==> src/rtl/parity_pkg.sv <==
package parity_pkg;
  typedef enum logic [1:0] {
    ROLE_IDLE  = 2'd0,
    ROLE_PASS  = 2'd1,
    ROLE_GEN   = 2'd2,
    ROLE_CHECK = 2'd3
  } port_role_e;

  function automatic logic par_bit(input logic [63:0] v, input logic odd);
    return (^v) ^ odd;
  endfunction

  function automatic logic group_ok(input logic [63:0] v, input logic p, input logic odd);
    return ((^v) ^ p) == odd;
  endfunction
endpackage

==> src/rtl/parity_role_dec.sv <==
module parity_role_dec
  import parity_pkg::*;
(
  input  logic       bypass,
  input  logic       drv_en,
  output port_role_e role
);
  always_comb begin
    if (bypass) role = drv_en ? ROLE_PASS : ROLE_IDLE;
    else        role = drv_en ? ROLE_GEN  : ROLE_CHECK;
  end
endmodule

==> src/rtl/parity_lane.sv <==
module parity_lane
  import parity_pkg::*;
#(
  parameter int W = 8
) (
  input  port_role_e   role,
  input  logic         odd_sel,
  input  logic [W-1:0] own_data,
  input  logic         own_par,
  input  logic [W-1:0] far_data,
  input  logic         far_par,
  output logic         par_out,
  output logic         err_n
);
  logic gen_bit, chk_ok;

  assign gen_bit = par_bit(64'(far_data), odd_sel);
  assign chk_ok  = group_ok(64'(own_data), own_par, odd_sel);

  always_comb begin
    unique case (role)
      ROLE_PASS: par_out = far_par;
      ROLE_GEN:  par_out = gen_bit;
      default:   par_out = 1'b0;
    endcase
    err_n = (role == ROLE_CHECK) ? chk_ok : 1'b1;
  end
endmodule

==> src/rtl/parity_unit.sv <==
module parity_unit
  import parity_pkg::*;
#(
  parameter int LANES = 2,
  parameter int W     = 8
) (
  input  logic               bypass,
  input  logic               odd_sel,
  input  logic               a_drv_en,
  input  logic               b_drv_en,
  input  logic [LANES*W-1:0] a_data,
  input  logic [LANES-1:0]   a_par_in,
  input  logic [LANES*W-1:0] b_data,
  input  logic [LANES-1:0]   b_par_in,
  output logic [LANES-1:0]   a_par_out,
  output logic               a_par_oe,
  output logic [LANES-1:0]   a_err_n,
  output logic               a_err_oe,
  output logic [LANES-1:0]   b_par_out,
  output logic               b_par_oe,
  output logic [LANES-1:0]   b_err_n,
  output logic               b_err_oe
);
  port_role_e a_role, b_role;

  parity_role_dec u_dec_a (.bypass(bypass), .drv_en(a_drv_en), .role(a_role));
  parity_role_dec u_dec_b (.bypass(bypass), .drv_en(b_drv_en), .role(b_role));

  assign a_par_oe = a_drv_en;
  assign b_par_oe = b_drv_en;
  assign a_err_oe = (a_role == ROLE_CHECK);
  assign b_err_oe = (b_role == ROLE_CHECK);

  for (genvar i = 0; i < LANES; i++) begin : g_lane
    parity_lane #(.W(W)) u_a (
      .role(a_role), .odd_sel(odd_sel),
      .own_data(a_data[i*W +: W]), .own_par(a_par_in[i]),
      .far_data(b_data[i*W +: W]), .far_par(b_par_in[i]),
      .par_out(a_par_out[i]), .err_n(a_err_n[i]));
    parity_lane #(.W(W)) u_b (
      .role(b_role), .odd_sel(odd_sel),
      .own_data(b_data[i*W +: W]), .own_par(b_par_in[i]),
      .far_data(a_data[i*W +: W]), .far_par(a_par_in[i]),
      .par_out(b_par_out[i]), .err_n(b_err_n[i]));
  end
endmodule

==> config.mk <==
export PLATFORM = sky130hd
export DESIGN_NAME = parity_unit
export DESIGN_NICKNAME = d
export VERILOG_FILES = /design/src/rtl/parity_pkg.sv /design/src/rtl/parity_role_dec.sv /design/src/rtl/parity_lane.sv /design/src/rtl/parity_unit.sv
export SDC_FILE = /design/constraint.sdc
export NUM_CORES = 1
export LEC_CHECK = 0
export BUFFER_PORTS_ARGS = -buffer_cell sky130_fd_sc_hd__buf_2
export CORE_MARGIN = 2
export CORE_UTILIZATION = 36
export DETAILED_ROUTE_END_ITERATION = 10
export PLACE_DENSITY = 0.8
export SYNTH_ARGS = -nofsm -noshare
export SYNTH_HDL_FRONTEND = slang
export SYNTH_SLANG_ARGS = --single-unit
==> constraint.sdc <==
create_clock -name vclk -period 1.2
set_input_delay 0.06 -clock vclk [all_inputs]
set_output_delay 0.06 -clock vclk [all_outputs]
set_load 0.1 [all_outputs]
* After elaboration in Yosys (flattened, before gate mapping)
Index checks and enable logic that the tools add are counted.
** Operators by class
- Eq/ne operators :: 10
- Mux-type cells :: 14
- Bitwise logic cells :: 8
- Reduce and logical (&&, ||, !) cells :: 4
** Operators by type and width (number)
- XOR reduction 64 bit :: 4
- == test 2 bit (second input constant) :: 4
- two-way mux 1 bit :: 8
- one-hot mux 1 bit (2 select lines) :: 4
- XOR 1 bit :: 8
- == test 1 bit :: 4
- == test 2 x 1 -> 1 bit (second input constant) :: 2
- two-way mux 2 bit :: 2
** Word-level totals
- Register bits after elaboration :: 0
- Bits of input ports :: 40
- Output and inout port bits :: 12
- Logic and storage cells :: 36

* Logic depth before layout (Yosys ltp)
Gate-level depths: netlist (run 1).
- Word-level depth :: 4
- Gate-level depth with buffers :: 6
- Gate-level depth less buffers :: 4

* By module
From an unflattened synthesis (run 1), not the netlist that was laid out.
** Second synthesis, totals
- Cells, all modules :: 108
- Area total of the unflattened synthesis :: 970.9 µm²
** By module, submodules not included
- parity_lane at g_lane[0].u_a ... :: instances 3, cells an instance 25, area each 229.0 µm², sequential area each 0.0 µm²
- parity_lane at g_lane[1].u_b :: instances 1, cells an instance 25, area each 231.5 µm², sequential area each 0.0 µm²
- parity_unit :: instances 1, cells an instance 4, area each 27.5 µm², sequential area each 0.0 µm²
- parity_role_dec :: instances 2, cells an instance 2, area each 12.5 µm², sequential area each 0.0 µm²

* Least setup slack after synthesis (run 1)
Ideal clock, no wire load.
- Path kind :: input to output
- Start :: input bypass
- End :: output a_err_n[0]
- Arrival time :: 1769 ps
- Data required time :: 1140 ps
- Setup slack :: -629 ps
- Stages on the path :: 3
- Path buffers :: 1
- Cell sequence :: nor2_1 > nand2_1 > buf_4
** Between the ends
- Longest elaborated chain between the ends :: 3
** RTL lines
- start, declared :: RTL line parity_unit.sv:7 : input logic bypass,
- two-way mux 2 bit :: RTL line parity_role_dec.sv:9 : if (bypass) role = drv_en ? ROLE_PASS : ROLE_IDLE;
- == test 2 bit :: RTL line parity_lane.sv:26 : err_n = (role == ROLE_CHECK) ? chk_ok : 1'b1;
- two-way mux 1 bit :: RTL line parity_lane.sv:26
- end, declared :: RTL line parity_unit.sv:17 : output logic [LANES-1:0] a_err_n,
Every way passes these cells.

* Final worst setup path (run 1)
- Start :: input a_data[3]
- End :: output b_par_out[0]
** Between the ends
- Longest elaborated chain between the ends :: 3
** RTL lines
- start, declared :: RTL line parity_unit.sv:11 : input logic [LANES*W-1:0] a_data,
- XOR reduction 64 bit :: RTL line parity_pkg.sv:10 : return (^v) ^ odd;
- XOR 1 bit :: RTL line parity_pkg.sv:10
- one-hot mux 1 bit (2 select lines) :: RTL line parity_lane.sv:21 : unique case (role)
- end, declared :: RTL line parity_unit.sv:19 : output logic [LANES-1:0] b_par_out,
Every way passes these cells.

==> impl_metrics.py, run 1 <==
metrics = {
    "outcome": {
        "status": "complete, but fails checks",
        "violations_in_the_final_reports": "negative setup slack",
    },
    "global_routing": {
        "global_route.usage.met3_pct": 1.22,
        "grt_pass1_wl_um": 2270,
        "met1_usage_pct": 14.4,
        "top_usage_layer": "met2",
        "global_route.overflow_total": 0,
        "first_global_vias": 587,
        "grtUsageTotal_pct": 14.8,
        "initial_antenna_violation_count": 0,
        "grt.met2_usage_pct": 33.3,
        "grt_max_degree": 6,
    },
    "finish": {
        "mostFrequentLayoutCell": "sky130_fd_sc_hd__buf_2",
        "multiInputGateArea_um2": 563,
        "diodes": 0,
        "area.growth.synth_to_final_pct": 83.4,
        "clock_buffers": 0,
        "seq_area_um2": 0,
        "nFillCells": 125,
        "finish.cell_count_without_fillers": 121,
        "post_route_cells_drive_above_1_share_pct": 65.7,
        "numSequentialCells": 0,
        "finalNetCount": 147,
        "mostFrequentLayoutCells": "sky130_fd_sc_hd__buf_2, sky130_fd_sc_hd__buf_12, sky130_fd_sc_hd__xnor2_1, sky130_fd_sc_hd__buf_6",
    },
    "power": {
        "pwr_density_cell_mw_per_mm2": 1060,
        "power.switching_uw": 604,
        "clock_power_share_pct": 0,
        "peakVddDrop_mv": 0.960,
        "share_comb_of_total_power_pct": 100.0,
        "seq_power_share_pct": 0,
        "power.switching_fraction_pct": 52.8,
        "internal_power_uw": 540,
        "static-leakage-power_uw": 0.000544,
    },
    "synth": {
        "yosys.area.top_type_share_pct": 16.3,
        "ys_seq_area_share_pct": 0,
        "synthesis.instances": 59,
        "ys_types": 12,
        "netlist.top_cell.by_area": "sky130_fd_sc_hd__xnor2_1",
        "yosys-top-cells-area": "sky130_fd_sc_hd__xnor2_1, sky130_fd_sc_hd__xor3_1, sky130_fd_sc_hd__xnor3_1, sky130_fd_sc_hd__buf_4, sky130_fd_sc_hd__xor2_1",
        "post_synth.cell_area_avg_um2": 9.99,
        "syn_nets": 99,
        "ys_warn_count": 0,
        "syn_area_um2": 589,
    },
    "route": {
        "firstDrtPassIters": 1,
        "drt-wirelength-per-cell_um": 12.8,
        "vias": 563,
        "detail_route.drc_violations": 0,
        "routed_wirelength_um": 1550,
        "detail-route-antenna-nets": 0,
        "drt-vias-per-instance": 4.65,
        "drtIter0Drc": 0,
    },
    "timing": {
        "grt_setup_unrepaired": "true",
        "min_period_ps": 1470,
        "holdWs_ps": 495,
        "setup-violations-final": 8,
        "timing.final.ws_setup_ps": -270,
        "period_utilization_pct": 123,
        "final-hold-violation-count": 0,
        "worst_slew_pin_tran_ps": 487,
        "final_max_slew_viol_count": 0,
        "max_slew_margin_pct": 67.7,
        "fmax_ghz": 0.680,
    },
    "setup_path": {
        "worstPathArrival_ps": 1410,
        "path_max_fanout": 3,
        "cp.required_ps": 1140,
        "end_kind": "output pin",
        "path_type_of_the_worst_setup_path": "primary input to output pin",
        "start_kind": "primary input",
    },
    "floorplanning": {
        "number_of_rows_in_the_core_area": 14,
        "initial_utilization_pct": 38.7,
        "die-area_mm2": 0.00198,
        "die_width_um": 44.5,
        "fp.coreArea_mm2": 0.00152,
        "die_height_um": 44.5,
        "ios": 52,
    },
    "placed_design": {
        "placed_instance_count": 121,
        "globalplace.congestion": 0.671,
        "dp.final_hpwl_um": 1310,
        "io_buffer_count": 52,
    },
    "flow_run": {
        "max_cap_viol_count": 0,
    },
    "min_path": {
        "whs_path_depth": 3,
        "whs_endpoint": "a_err_oe",
        "hold_path.startpoint": "a_drv_en",
        "hold_class": "primary input to output pin",
    },
    "clocking": {
        "post-cts-setup-buffer-count": 0,
    },
}
[metrics by stage]
step | worst slack (ps) | util [%] | total power [uW] | setup TNS [ps] | instance area (um^2)
final | -270 | 70.9 | 1140 | -1840 | 1080
after global routing | -316 | 70.9 | 1190 | -2240 | 1080
after CTS | -270 | 70.0 | 1150 | -1870 | 1070
after detailed placement | -292 | 65.4 | 1110 | -2150 | 996
after global placement | -246 | 65.4 | 1090 | -1800 | 996
after floorplan | -91.0 | - | 862 | -359 | 679
[cells in the mapped netlist, drive strengths merged]
cell,instances
nor3b,8
buf,11
nor2,2
xnor3,4
nand2b,2
xor3,4
nand2,4
xor2,8
a311o,4
xnor2,12
[worst max path at each step]
| stage | cells after the start | to | slack [ps] | start |
|---|---|---|---|---|
| 2_1_floorplan | 5 | a_par_out[1] | -90 | b_data[13] |
| 3_3_place_gp | 6 | a_par_out[0] | -250 | b_data[5] |
| 3_5_place_dp | 7 | b_err_n[1] | -290 | b_data[13] |
| 4_1_cts | 6 | b_par_out[0] | -270 | a_data[6] |
| 5_1_grt | 6 | b_par_out[0] | -320 | a_data[6] |
| 6_report | 6 | b_par_out[0] | -270 | a_data[3] |
[critical path: stages]
cell and delay [ps]:
sky130_fd_sc_hd__buf_2 120, sky130_fd_sc_hd__xnor2_2 190, sky130_fd_sc_hd__xnor3_1 370, sky130_fd_sc_hd__nor3b_2 170, sky130_fd_sc_hd__a311o_1 320, sky130_fd_sc_hd__buf_12 180
[power groups by stage]
stage                     combinational (uW)  clock (uW)  sequential (uW)
after floorplan                          862           0                0
after global placement                  1090           0                0
after detailed placement                1110           0                0
after CTS                               1150           0                0
after global routing                    1190           0                0
final                                   1140           0                0
[logic make-up (layout without fill, tap and decap cells)]
logic type,after synthesis,after routing,synth area share (%)
XOR/XNOR,28,28,62.4
AND/OR/NAND/NOR,16,16,16.1
buffers and inverters,11,57,14.6
AO/OA/AOI/OAI,4,4,6.79
[area by class of cell]
class | count | share of cell area, %
repair buffers | 57 | 46.1
multi-input cells | 48 | 52.1
well taps | 16 | 1.85
[routing by layer]
| layer | up-vias | wire length, um |
|---|---|---|
| met1 | 256 | 504 |
| li1 | 286 | - |
| met4 | 0 | 0 |
| met3 | 0 | 104 |
| met2 | 21 | 940 |
| met5 | - | 0 |
[timing repair]
item                                    4_1_cts  5_1_grt
hold buffers                                  0        0
pin swaps                                     8        3
resized for setup                            12        2
endpoints found under the setup margin        8        8
Note: power is estimated with default switching activity, not from simulation.
==> run 2, diff against run 1 <==
--- a/config.mk
+++ b/config.mk
@@ -6,10 +6,11 @@
 export NUM_CORES = 1
 export LEC_CHECK = 0
 export BUFFER_PORTS_ARGS = -buffer_cell sky130_fd_sc_hd__buf_2
+export CAP_MARGIN = 5
 export CORE_MARGIN = 2
-export CORE_UTILIZATION = 36
+export CORE_UTILIZATION = 40
 export DETAILED_ROUTE_END_ITERATION = 10
-export PLACE_DENSITY = 0.8
+export PLACE_DENSITY = 0.85
 export SYNTH_ARGS = -nofsm -noshare
 export SYNTH_HDL_FRONTEND = slang
 export SYNTH_SLANG_ARGS = --single-unit
==> constraint.sdc (replaced) <==
create_clock -name vclk -period 1.6
set_input_delay 0.08 -clock vclk [all_inputs]
set_output_delay 0.08 -clock vclk [all_outputs]
set_load 0.1 [all_outputs]
==> run 2 against run 1 <==
Effect of this change:
- sequential cell count unchanged
- combinational power decreased by 31%
- first-iteration DRC count increased by 4
- critical path type unchanged
- routed wire length decreased by 7.4%
- worst setup slack improved by 340 ps
- the flow now finishes without violations
- largest power group unchanged
- cell count decreased by 4.1%
- die area decreased by 9.1%
- cell area decreased by 13%
- via count decreased by 4.4%
- non-clock buffer count decreased by 4
==> impl_metrics.py, run 2 (synthesis gave the netlist of run 1 again) <==
metrics = {
    "finish": {
        "mostFrequentLayoutCell": "sky130_fd_sc_hd__buf_2",
        "post_route_cells_drive_above_1_share_pct": 60.4,
        "final_core_utilization_pct": 70.2,
        "diodes": 0,
        "clock_buffers": 0,
        "numSequentialCells": 0,
        "seq_area_um2": 0,
        "mostFrequentLayoutCells": "sky130_fd_sc_hd__buf_2, sky130_fd_sc_hd__xnor2_1, sky130_fd_sc_hd__nor3b_1, sky130_fd_sc_hd__buf_12, sky130_fd_sc_hd__xor2_1",
        "finalNetCount": 143,
        "area.growth.synth_to_final_pct": 58.8,
        "nFillCells": 103,
    },
    "route": {
        "firstDrtPassIters": 3,
        "drt-wirelength-per-cell_um": 12.4,
        "vias": 538,
        "routed_wirelength_um": 1440,
        "drt-vias-per-instance": 4.64,
        "detail_route.drc_violations": 0,
        "drtIter0Drc": 4,
        "detail-route-antenna-nets": 0,
    },
    "floorplanning": {
        "die_height_um": 42.4,
        "number_of_rows_in_the_core_area": 13,
        "die_width_um": 42.4,
        "die-area_mm2": 0.00180,
        "fp.coreArea_mm2": 0.00133,
        "ios": 52,
        "initial_utilization_pct": 44.2,
    },
    "timing": {
        "period_utilization_pct": 95.8,
        "setup-violations-final": 0,
        "worst_slew_pin_tran_ps": 485,
        "min_period_ps": 1530,
        "fmax_ghz": 0.652,
        "final-hold-violation-count": 0,
        "grt_setup_unrepaired": "false",
        "max_slew_margin_pct": 67.9,
        "final_max_slew_viol_count": 0,
    },
    "global_routing": {
        "first_global_vias": 538,
        "initial_antenna_violation_count": 0,
        "global_route.overflow_total": 0,
        "grt_max_degree": 9,
        "grtUsageTotal_pct": 16.3,
        "grt_pass1_wl_um": 2320,
    },
    "flow_run": {
        "max_cap_viol_count": 0,
    },
    "power": {
        "pwr_density_cell_mw_per_mm2": 845,
        "p_total_uw": 791,
        "peakVddDrop_mv": 0.470,
        "static-leakage-power_uw": 0.000484,
    },
    "setup_path": {
        "worstPathArrival_ps": 1450,
        "cp.required_ps": 1520,
        "cp_num_buf_inv": 2,
        "timing.critical_path.max_delay_family": "XOR/XNOR gates",
        "start_kind": "primary input",
        "path_max_fanout": 3,
        "end_kind": "output pin",
        "highest_delay_cell_along_the_critical_path": "sky130_fd_sc_hd__xnor3_1",
        "critical_path.max_stage_delay_ps": 460,
        "critical_path.cell_chain": "buf_2, xnor2_1, xnor3_1, xor3_1, nand2_1, buf_12",
        "path_type_of_the_worst_setup_path": "primary input to output pin",
    },
    "min_path": {
        "hold_class": "primary input to output pin",
    },
    "outcome": {
        "status": "completed",
    },
    "placed_design": {
        "io_buffer_count": 52,
        "globalplace.congestion": 0.680,
        "dp.final_hpwl_um": 1300,
    },
}
## run 2: cell types whose count changed in the layout (fill, tap and decap cells not counted), sizes merged
cell | previous run | this run
buf | 57 | 53
## run 2: layout make-up
type	instances	area, um^2	share of cell area, %
Multi-Input combinational cell	48	529	56.6
Timing Repair Buffer	53	388	41.4
Tap cell	15	18.8	2.01
## run 2: routing by layer
| layer | GRT usage (%) | up-vias | routed length (um) |
|---|---|---|---|
| met5 | 0 | - | 0 |
| met4 | 0 | 0 | 0 |
| met3 | 1.29 | 0 | 107 |
| met2 | 35.4 | 21 | 868 |
| met1 | 17.4 | 239 | 458 |
| li1 | - | 278 | - |
## run 2: per-stage QoR
step           TNS [ps]  std cells  setup slack (ps)  hold slack [ps]  instance area, um^2
3_3_place_gp          0        115              84.6              581                  907
3_5_place_dp      -9.41        115             -9.41              586                  907
4_1_cts               0        115              10.8              586                  911
5_1_grt               0        116              5.97              599                  936
2_1_floorplan         0         59               126              339                  594
6_report              0        116              67.4              585                  936
## run 2: what timing repair did
action,CTS,global route
gates resized for setup,2,3
setup buffers,0,1
setup endpoints to repair,1,4
hold buffers,0,0
pin swaps,2,4
## run 2: report_power, final
part           switching [uW]  leakage, uW  total (uW)  internal, uW
combinational             436     0.000484         791           355
sequential                  0            0           0             0
clock                       0            0           0             0
## run 2: final timing paths
kind       start         end  slack (ps)  cells past startpoint
min     a_drv_en    a_par_oe         590                      2
max   b_data[13]  b_err_n[1]          70                      6
==> run 3, diff against run 2 <==
--- a/config.mk
+++ b/config.mk
@@ -11,6 +11,7 @@
 export CORE_UTILIZATION = 40
 export DETAILED_ROUTE_END_ITERATION = 10
 export PLACE_DENSITY = 0.85
+export REMOVE_ABC_BUFFERS = 1
 export SYNTH_ARGS = -nofsm -noshare
 export SYNTH_HDL_FRONTEND = slang
 export SYNTH_SLANG_ARGS = --single-unit
==> run 3 against run 2 <==
Effect of this change:
- utilization fell by 1.5 points
- global-route usage is 0.50 points lower
- non-clock buffer count is the same
- cell area shrank 2.1%
- fmax fell by 1.2%
- hold slack worse by 3.5 ps
- sequential share of layout area did not move
- sequential cell count stayed put
- highest routed layer is now met4
==> impl_metrics.py, run 3 (synthesis gave the netlist of run 1 again) <==
metrics = {
    "outcome": {
        "status": "completed",
    },
    "finish": {
        "clock_buffers": 0,
        "mostFrequentLayoutCells": "sky130_fd_sc_hd__buf_2, sky130_fd_sc_hd__xnor2_1, sky130_fd_sc_hd__xor2_1, sky130_fd_sc_hd__nor3b_1, sky130_fd_sc_hd__buf_12",
        "finalNetCount": 143,
        "area.growth.synth_to_final_pct": 55.4,
        "seq_area_um2": 0,
        "mostFrequentLayoutCell": "sky130_fd_sc_hd__buf_2",
        "finish.cell_count_without_fillers": 116,
        "numSequentialCells": 0,
        "post_route_cells_drive_above_1_share_pct": 56.4,
        "multiInputGateArea_um2": 509,
        "final_core_utilization_pct": 68.7,
        "diodes": 0,
        "nFillCells": 113,
    },
    "setup_path": {
        "start_kind": "primary input",
        "path_type_of_the_worst_setup_path": "primary input to output pin",
        "cp.required_ps": 1520,
        "end_kind": "output pin",
        "worstPathArrival_ps": 1470,
        "path_max_fanout": 3,
    },
    "route": {
        "drt-wirelength-per-cell_um": 12.1,
        "detail_route.drc_violations": 0,
        "firstDrtPassIters": 1,
        "detail-route-antenna-nets": 0,
        "routed_wirelength_um": 1400,
        "vias": 569,
        "drtIter0Drc": 0,
        "drt-vias-per-instance": 4.91,
    },
    "timing": {
        "max_slew_margin_pct": 67.8,
        "final_max_slew_viol_count": 0,
        "min_period_ps": 1550,
        "setup_tns_ps": 0,
        "holdWs_ps": 582,
        "worst_slew_pin_tran_ps": 486,
        "fmax_ghz": 0.645,
        "final-hold-violation-count": 0,
        "setup-violations-final": 0,
        "grt_setup_unrepaired": "false",
        "period_utilization_pct": 97.0,
    },
    "floorplanning": {
        "die_height_um": 42.4,
        "die-area_mm2": 0.00180,
        "number_of_rows_in_the_core_area": 13,
        "initial_utilization_pct": 44.2,
        "die_width_um": 42.4,
        "ios": 52,
        "fp.coreArea_mm2": 0.00133,
    },
    "placed_design": {
        "globalplace.congestion": 0.659,
        "dp.final_hpwl_um": 1280,
        "placed_instance_count": 115,
        "io_buffer_count": 52,
    },
    "power": {
        "static-leakage-power_uw": 0.000477,
        "power.switching_fraction_pct": 54.9,
        "power.switching_uw": 433,
        "share_comb_of_total_power_pct": 100.0,
        "internal_power_uw": 355,
        "clock_power_share_pct": 0,
        "seq_power_share_pct": 0,
        "peakVddDrop_mv": 0.492,
        "pwr_density_cell_mw_per_mm2": 860,
    },
    "global_routing": {
        "grt_max_degree": 9,
        "grtUsageTotal_pct": 15.8,
        "global_route.overflow_total": 0,
        "first_global_vias": 594,
        "grt_pass1_wl_um": 2330,
        "initial_antenna_violation_count": 0,
    },
    "flow_run": {
        "max_cap_viol_count": 0,
    },
    "min_path": {
        "hold_class": "primary input to output pin",
    },
    "clocking": {
        "hold_buffers": 0,
    },
}
-- run 3: cell count changes in the layout (fill, tap and decap cells not counted) --
| cell | before | now |
|---|---|---|
| sky130_fd_sc_hd__nor2_1 | 0 | 2 |
| sky130_fd_sc_hd__nor2_2 | 2 | 0 |
| sky130_fd_sc_hd__xnor2_1 | 10 | 11 |
| sky130_fd_sc_hd__xnor2_2 | 2 | 1 |
| sky130_fd_sc_hd__xor2_1 | 7 | 8 |
| sky130_fd_sc_hd__xor2_2 | 1 | 0 |
-- run 3: worst max-delay path, cell delays in order --
cell	delay [ps]
sky130_fd_sc_hd__buf_2	100
sky130_fd_sc_hd__xnor2_1	160
sky130_fd_sc_hd__xnor3_2	480
sky130_fd_sc_hd__xor3_1	380
sky130_fd_sc_hd__nand2_2	100
sky130_fd_sc_hd__buf_12	170
-- run 3: final cells by class --
| type | count | share of cell area (%) |
|---|---|---|
| tap | 15 | 2.05 |
| multi-input combinational | 48 | 55.6 |
| timing repair buffer | 53 | 42.3 |
-- run 3: power by group through the flow --
stage / clock, uW / sequential, uW / combinational [uW]
global placement: 0 / 0 / 757
detailed placement: 0 / 0 / 774
floorplan: 0 / 0 / 512
global route: 0 / 0 / 823
finish: 0 / 0 / 788
CTS: 0 / 0 / 776
-- run 3: path summary, 6_finish.rpt --
kind	slack, ps	depth (start not counted)	from	end
setup / recovery	50	6	b_data[5]	b_err_n[0]
hold / removal	580	2	b_drv_en	b_par_oe
-- run 3: stage by stage --
stage,cell area (um^2),total power [uW],setup slack [ps]
after floorplan,503,512,-975
after global placement,902,757,79.1
after detailed placement,902,774,-14.9
after CTS,902,776,15.6
after global routing,916,823,1.48
final,916,788,48.4
-- run 3: what timing repair did --
item	CTS	global route
setup endpoints to repair	1	3
gates resized for setup	0	3
buffers inserted	0	1
pin swaps	1	2
-- run 3: per-layer routing --
layer  share of wire, %  vias up  track usage (%)
met5                  0        -                0
met4                1.9        0             2.50
met3                 11        2             2.16
met2                 54       35             33.5
met1                 32      251             15.9
li1                   -      281                -
